File: src/rtl/pvic_pkg.sv
`timescale 1ns/1ps
package pvic_pkg;
    localparam int HW_IRQS_DEF = 4;
    localparam int VEC_W       = 8;
    localparam int CODE_W      = 4;
    localparam int VEC_STEP    = 4;
    localparam logic [VEC_W-1:0]  VEC_BASE   = 8'h04;
    localparam logic [VEC_W-1:0]  UTRAP_VEC  = 8'h46;
    localparam logic [VEC_W-1:0]  DTRAP_VEC  = 8'h03;
    localparam logic [CODE_W-1:0] UTRAP_CODE = 4'hD;
    localparam logic [CODE_W-1:0] IDLE_CODE  = 4'h0;

    typedef enum logic [1:0] {TAKE_NONE, TAKE_IRQ, TAKE_UTRAP, TAKE_DTRAP} take_e;

    function automatic logic [VEC_W-1:0] vec_of(input int idx);
        return VEC_W'(int'(VEC_BASE) + VEC_STEP * idx);
    endfunction

    function automatic logic [CODE_W-1:0] code_of(input int idx);
        return CODE_W'(idx + 1);
    endfunction
endpackage

File: src/rtl/pvic_pending.sv
`timescale 1ns/1ps
module pvic_pending #(
    parameter int MASK_N = 5,
    parameter int IDX_W  = 3
) (
    input  logic              clk,
    input  logic              rst,
    input  logic [MASK_N-1:0] lvl_req,
    input  logic              swi_pulse,
    input  logic              wr_en,
    input  logic              wr_sel,
    input  logic [MASK_N:0]   wr_data,
    input  logic              done_clr,
    input  logic [IDX_W-1:0]  done_idx,
    output logic [MASK_N:0]   status_q,
    output logic [MASK_N-1:0] enable_q,
    output logic [MASK_N:0]   eligible
);
    localparam int SRC_N = MASK_N + 1;

    logic [MASK_N-1:0] lvl_q;
    logic [SRC_N-1:0]  set_v, clr_v;

    always_comb begin
        set_v = {swi_pulse, lvl_req & ~lvl_q};
        clr_v = '0;
        if (wr_en && wr_sel) clr_v = wr_data;
        if (done_clr)        clr_v = clr_v | (SRC_N'(1) << done_idx);
    end

    always_ff @(posedge clk) begin
        if (rst) begin
            lvl_q    <= '0;
            status_q <= '0;
            enable_q <= '0;
        end else begin
            lvl_q    <= lvl_req;
            status_q <= (status_q & ~clr_v) | set_v;
            if (wr_en && !wr_sel) enable_q <= wr_data[MASK_N-1:0];
        end
    end

    assign eligible = status_q & {1'b1, enable_q};
endmodule

File: src/rtl/pvic_select.sv
`timescale 1ns/1ps
module pvic_select #(
    parameter int SRC_N = 6,
    parameter int IDX_W = 3
) (
    input  logic [SRC_N-1:0] eligible,
    output logic             hit,
    output logic [IDX_W-1:0] idx
);
    always_comb begin
        hit = 1'b0;
        idx = '0;
        for (int i = SRC_N - 1; i >= 0; i--) begin
            if (eligible[i]) begin
                hit = 1'b1;
                idx = IDX_W'(i);
            end
        end
    end
endmodule

File: src/rtl/pvic_top.sv
`timescale 1ns/1ps
module pvic_top #(
    parameter int HW_IRQS = pvic_pkg::HW_IRQS_DEF,
    localparam int SRC_N  = HW_IRQS + 2,
    localparam int MASK_N = HW_IRQS + 1
) (
    input  logic                       clk,
    input  logic                       rst,
    input  logic [HW_IRQS-1:0]         irq_i,
    input  logic                       rxf_a_i,
    input  logic                       rxf_b_i,
    input  logic                       swi_i,
    input  logic                       ipoint_i,
    input  logic                       rti_i,
    input  logic                       utrap_i,
    input  logic                       dtrap_i,
    input  logic                       reg_wr_i,
    input  logic                       reg_sel_i,
    input  logic [SRC_N-1:0]           reg_wdata_i,
    output logic [SRC_N-1:0]           status_o,
    output logic [MASK_N-1:0]          enable_o,
    output logic                       branch_o,
    output logic [pvic_pkg::VEC_W-1:0] vector_o,
    output logic                       iack_o,
    output logic [pvic_pkg::CODE_W-1:0] code_o
);
    import pvic_pkg::*;
    localparam int IDX_W = $clog2(SRC_N);

    logic [SRC_N-1:0] eligible;
    logic             hit;
    logic [IDX_W-1:0] sel_idx, cur_idx_q;
    logic             busy_q, trap_act_q, utrap_svc_q, ut_q, dt_q;
    logic             rti_trap, rti_irq;
    take_e            take;

    pvic_pending #(.MASK_N(MASK_N), .IDX_W(IDX_W)) u_pend (
        .clk(clk), .rst(rst),
        .lvl_req({rxf_a_i | rxf_b_i, irq_i}),
        .swi_pulse(swi_i),
        .wr_en(reg_wr_i), .wr_sel(reg_sel_i), .wr_data(reg_wdata_i),
        .done_clr(rti_irq), .done_idx(cur_idx_q),
        .status_q(status_o), .enable_q(enable_o), .eligible(eligible)
    );

    pvic_select #(.SRC_N(SRC_N), .IDX_W(IDX_W)) u_sel (
        .eligible(eligible), .hit(hit), .idx(sel_idx)
    );

    assign rti_trap = rti_i && trap_act_q;
    assign rti_irq  = rti_i && !trap_act_q && busy_q;

    always_comb begin
        take = TAKE_NONE;
        if (!trap_act_q && utrap_i && !ut_q)      take = TAKE_UTRAP;
        else if (!trap_act_q && dtrap_i && !dt_q) take = TAKE_DTRAP;
        else if (!trap_act_q && !busy_q && ipoint_i && hit) take = TAKE_IRQ;
    end

    always_ff @(posedge clk) begin
        if (rst) begin
            ut_q        <= 1'b0;
            dt_q        <= 1'b0;
            busy_q      <= 1'b0;
            cur_idx_q   <= '0;
            trap_act_q  <= 1'b0;
            utrap_svc_q <= 1'b0;
            branch_o    <= 1'b0;
            vector_o    <= '0;
        end else begin
            ut_q     <= utrap_i;
            dt_q     <= dtrap_i;
            branch_o <= (take != TAKE_NONE);
            if (rti_trap) begin
                trap_act_q  <= 1'b0;
                utrap_svc_q <= 1'b0;
            end
            if (rti_irq) busy_q <= 1'b0;
            case (take)
                TAKE_UTRAP: begin
                    trap_act_q  <= 1'b1;
                    utrap_svc_q <= 1'b1;
                    vector_o    <= UTRAP_VEC;
                end
                TAKE_DTRAP: begin
                    trap_act_q <= 1'b1;
                    vector_o   <= DTRAP_VEC;
                end
                TAKE_IRQ: begin
                    busy_q    <= 1'b1;
                    cur_idx_q <= sel_idx;
                    vector_o  <= vec_of(int'(sel_idx));
                end
                default: ;
            endcase
        end
    end

    assign iack_o = busy_q | utrap_svc_q;
    assign code_o = utrap_svc_q ? UTRAP_CODE :
                    busy_q      ? code_of(int'(cur_idx_q)) : IDLE_CODE;
endmodule

File: config.mk
export PLATFORM = sky130hd
export DESIGN_NAME = pvic_top
export DESIGN_NICKNAME = d
export VERILOG_FILES = /design/src/rtl/pvic_pkg.sv /design/src/rtl/pvic_pending.sv /design/src/rtl/pvic_select.sv /design/src/rtl/pvic_top.sv
export SDC_FILE = /design/constraint.sdc
export NUM_CORES = 1
export LEC_CHECK = 0
export BUFFER_PORTS_ARGS = -buffer_cell sky130_fd_sc_hd__buf_2
export CAP_MARGIN = 20
export CORE_UTILIZATION = 38
export CTS_CLUSTER_SIZE = 24
export DETAILED_ROUTE_END_ITERATION = 10
export GPL_ROUTABILITY_DRIVEN = 0
export GPL_TIMING_DRIVEN = 0
export SYNTH_ARGS = -nofsm -noshare
export SYNTH_HDL_FRONTEND = slang
export SYNTH_SLANG_ARGS = --single-unit
File: constraint.sdc
create_clock -name clk -period 4.2 [get_ports clk]
set_input_delay 0.84 -clock clk [delete_from_list [all_inputs] [get_ports clk]]
set_output_delay 0.84 -clock clk [all_outputs]
set_load 0.01 [all_outputs]
; ---- Word level (Yosys, flattened, before mapping)
; Index checks and enable logic that the tools add are counted.
[totals]
ramBits = 0
mem_count = 0
rom_bits = 0
register_bits = 33
latch_bits = 0
input_bits = 21
[classes]
div = 0
n_lt_le_gt_ge = 0
n_shift = 1
n_eq_ne = 3
n_bitwise = 9
multipliers = 0
add_sub_neg = 2
mux = 25
n_reduce_logical = 23
[op_table]
columns = operator, count
row1 = 8-bit case mux with 3 select lines, 1
row2 = 3-bit 2-to-1 mux, 6
row3 = 6-bit bitwise AND, 2
row4 = 1-bit logical AND, 12
row5 = 1-bit 2-to-1 mux, 12
row6 = 6-bit 2-to-1 mux, 2
row7 = 6-bit bitwise OR, 2
row8 = 4-bit 2-to-1 mux, 2
row9 = 2-bit nonzero test, 4
row10 = "3-bit by 5-bit adder with 6-bit output, first input constant", 1
row11 = 6-bit inverter, 1
row12 = "1-bit by 3-bit left shift with 6-bit output, first input constant", 1
row13 = 5-bit bitwise AND, 1
row14 = 1-bit zero test, 5
row15 = 5-bit inverter, 1
row16 = "3-bit by 1-bit adder with 4-bit output, second input constant", 1
row17 = "2-bit equality test, second input constant", 2
row18 = 2-bit 2-to-1 mux, 2
row19 = 3-bit nonzero test, 1
row20 = "2-bit by 1-bit equality test with 1-bit output, second input constant", 1
row21 = 1-bit bitwise OR, 2
row22 = 2-bit OR reduction, 1

; ---- Longest topological paths before layout
[depth]
depth_word = 14
mapped_depth = 6

; ---- By module
; A second synthesis with hierarchy kept.
[hier_totals]
hier_cells = 162
hier_area_um2 = 1522.7
[by_module_without_submodules]
columns = module, instances, seq_area_each_um2, cells_per_inst, area_each_um2
row1 = pvic_top, 1, 320.3, 85, 792.0
row2 = pvic_pending, 1, 320.3, 67, 673.1
row3 = pvic_select, 1, 0.0, 10, 57.6

; ---- Worst setup path before layout
; No wires, ideal clock.
[synth_timing]
kind = reg-to-output
start = register cur_idx_q[0]
end = output code_o[2] in the netlist's numbering
path_stages_with_launch = 5
slack_ns = 2.365
t_required_ns = 3.360
arrival_ns = 0.995
cell_sequence = dfxtp_1 -> ha_1 -> ha_1 -> inv_1 -> a21o_1
[synth_between]
elab_chain_cells = 3
[synth_lines]
columns = element, line_no
row1 = from (decl), pvic_top.sv:32  ; logic [IDX_W-1:0] sel_idx, cur_idx_q;
row2 = from (signal assigned), pvic_top.sv:91  ; cur_idx_q <= sel_idx;
row3 = 3-bit by 1-bit adder with 4-bit output, pvic_pkg.sv:20  ; return CODE_W'(idx + 1);
row4 = 4-bit 2-to-1 mux, pvic_top.sv:101  ; busy_q ? code_of(int'(cur_idx_q)) : IDLE_CODE;
row5 = 4-bit 2-to-1 mux, pvic_top.sv:100  ; assign code_o = utrap_svc_q ? UTRAP_CODE :
row6 = to (decl), pvic_top.sv:25  ; output logic [pvic_pkg::CODE_W-1:0] code_o
; Every way passes these cells.

; ---- Final worst setup path
; Ends and elaborated chain as after synthesis.

==> metrics.yaml <==
global_routing:
  grt_start_max_net_pins: 12
  grt_first_pass_wirelength_um: 5870
  grt_use_total: 0.186
  grt_pass1_vias: 1300
  grt_overflow: 0
  antenna_found_initial: 0
route:
  viasPerCell: 5.11
  wl_per_cell_um: 13.0
  final_antenna_net_count: 0
  totalWireLength_um: 3350
  drc: 0
  drt_pass1_iterations: 4
  drt_iter0_drc: 57
  num_vias: 1313
layout:
  final_nets: 237
  antennaDiodeCount: 0
  utilization: 0.527
  area_delta_synth_final_pct: 27.1
  drive_gt1_frac: 0.289
clock_tree:
  cts_tree: "built"
  clk_pin_slew_ns: 0.07
  hold_buffers: 0
  cts_resized: 0
  cts_max_level: 2
  clock_latency_ns: 0.28
  clockRootBuffer: "clkbuf_8"
  cts.sinks: 32
  cts_buffers: 5
  clk_path_buf_depth: 2
  postCtsSetupRepairBufs: 0
worst_setup_path:
  crit_slowest_cell: "dfxtp_1"
  critPathMaxFanout: 5
  crit_buf_inv: 2
  cp-start-kind: "flop"
  cpPeakStageDelay_ns: 0.35
  crit_required_ns: 3.36
  crit_path_end_kind: "output pin"
  critical_path.cell_chain: "ha_1 > ha_1 > inv_1 > a21o_1 > buf_2"
  crit_type: "flop to output pin"
  cp_data_arrival_time_ns: 1.47
  critPathTopFamily: "adder cells"
  cp_common_cell: "ha_1"
sta:
  fmax_mhz: 434
  slew_headroom: 0.548
  drv_slew: 0
  fin_tns_setup_ns: 0
  skew_ns: 0.00665
  setup_viol: 0
  period_needed_ns: 2.31
  fin_crit_sh: 0.549
  hold_violations: 0
  rsz0062_at_grt: "false"
  tightest_slew_ns: 0.678
yosys:
  synth_edf_count: 0
  synth_nets: 186
  synth.top_cells.by_area: "dfxtp_1 45%, ha_1 5.2%, a21oi_1 4.2%, mux2i_1 4.2%, nor2_1 3.9%"
  synth_cell_types: 43
  synthesis.area_mm2: 0.00144
  synth_seq_cells: 32
  synthCells: 159
  async_reset_ff_frac: 0
  ys.flop_type: "dfxtp_1"
  yosysTopAreaCell: "dfxtp_1"
  synth.top_cell.area_share: 0.446
  synth-warning-count: 0
  avgSynthCellArea_um2: 9.04
  seq_area_frac_synth: 0.446
placed_design:
  hpwl_um: 2560
  port_buffers: 44
flow_run:
  max-cap-violations: 0
floorplanning:
  initial_core_util: 0.415
  top_level_ports: 46
  dieArea_mm2: 0.00403
  die_w_um: 63.5
  dieHeight_um: 63.5
  std_cell_rows: 21
  core_area_mm2: 0.00347
worst_hold_path:
  holdCritPathClass: "flop to flop"
run_status:
  status: "completed"
pwr:
  cellPowerDensity_mw_per_mm2: 406
  leakage_nw: 0.870
  ir_worst_vdd_uv: 239
==> worst paths after layout <==
path | cells past startpoint | start | end | slack, ns
worst max-delay path | 5 | cur_idx_q[0] | code_o[2] | 1.89
worst min-delay path | 1 | u_pend.lvl_q[4] | u_pend.status_q[4] | 0.44
worst max register to register | 5 | u_pend.status_q[5] | vector_o[3] | 2.31
worst min register to register | 1 | u_pend.lvl_q[4] | u_pend.status_q[4] | 0.44
==> report_power, final <==
part	leakage (nW)	internal, mW	switching, mW
Combinational	0.551	0.0512	0.0625
Sequential	0.264	0.324	0.0139
Clock	0.0541	0.175	0.116
Total	0.870	0.550	0.192
==> sequential cells by signal, indices dropped and copies added, names as in the netlist, 3 cells and up <==
| name | cells |
|---|---|
| vector_o | 7 |
| u_pend.status_q | 6 |
| u_pend.lvl_q | 5 |
| u_pend.enable_q | 5 |
| cur_idx_q | 3 |
==> layout make-up <==
type                            count  area (um^2)
Multi-Input combinational cell    111          726
Clock buffer                        5         68.8
Inverter                            8         30.0
Timing Repair Buffer               44          220
Buffer                              8         41.3
Sequential cell                    32          641
Tap cell                           46         57.6
Clock inverter                      3         42.5
Fill cell                         348         1640
==> Yosys cell counts (2+ instances only) <==
library cell,number
o211ai_1,2
nor2_1,15
a21o_1,6
nor2b_1,9
a22o_1,2
o21ai_0,4
nor3_1,2
a21oi_1,12
ha_1,6
dfxtp_1,32
and2_1,2
a221oi_1,3
nand2_1,12
mux2i_1,6
clkbuf_1,5
nand2b_1,3
nand3_1,6
inv_1,7
==> stage by stage <==
step           worst slack (ns)  std cells  total power, mW  instance area (um^2)  hold WS, ns
2_1_floorplan              2.37        159            0.414                  1440        0.398
4_1_cts                    1.88        257            0.751                  1830        0.438
3_5_place_dp               2.22        249            0.458                  1720        0.428
3_3_place_gp               2.23        249            0.456                  1720        0.413
5_1_grt                    1.80        257            0.785                  1830        0.465
6_report                   1.89        257            0.742                  1830        0.435
==> logic make-up (layout without fill, tap and decap cells) <==
kind of cell / after synthesis / in the layout / synth area share
AO/OA/AOI/OAI: 41 / 41 / 0.203
AND/OR/NAND/NOR: 56 / 56 / 0.199
adder cells (fa/ha/maj): 6 / 6 / 0.0522
multiplexers: 6 / 6 / 0.0418
buffers and inverters: 16 / 68 / 0.0496
XOR/XNOR: 1 / 1 / 0.00609
flip-flops: 32 / 32 / 0.446
other: 1 / 1 / 0.00261
==> metal layers <==
layer  share of wire  vias up  track usage
met5               0        -            0
met4           0.011        0       0.0597
met3           0.053        4       0.0598
met2            0.48       41        0.313
met1            0.45      614        0.222
li1                -      654            -
==> cells in the final DEF (no fill, tap or decap), drive strengths merged <==
master and instances:
nand2 12, nor3 2, and2 2, o31a 1, nand4 1, a222oi 1
xnor2 1, nor2 15, o211ai 2, inv 7, o21ai 5, a31oi 1
bufinv 1, ha 6, nor3b 2, a21o 7, dfxtp 32, buf 47
conb 1, and2b 1, o31ai 2, a22o 2, a21bo 1, o311a 1
a221oi 3, clkbuf 10, or2 1, nand3 6, nor2b 9, clkinv 2
mux2i 6, a41o 2, a22oi 1, clkinvlp 1, nand3b 1, nand2b 3
and3b 1, a21oi 12
(Power assumes the default switching activity.)
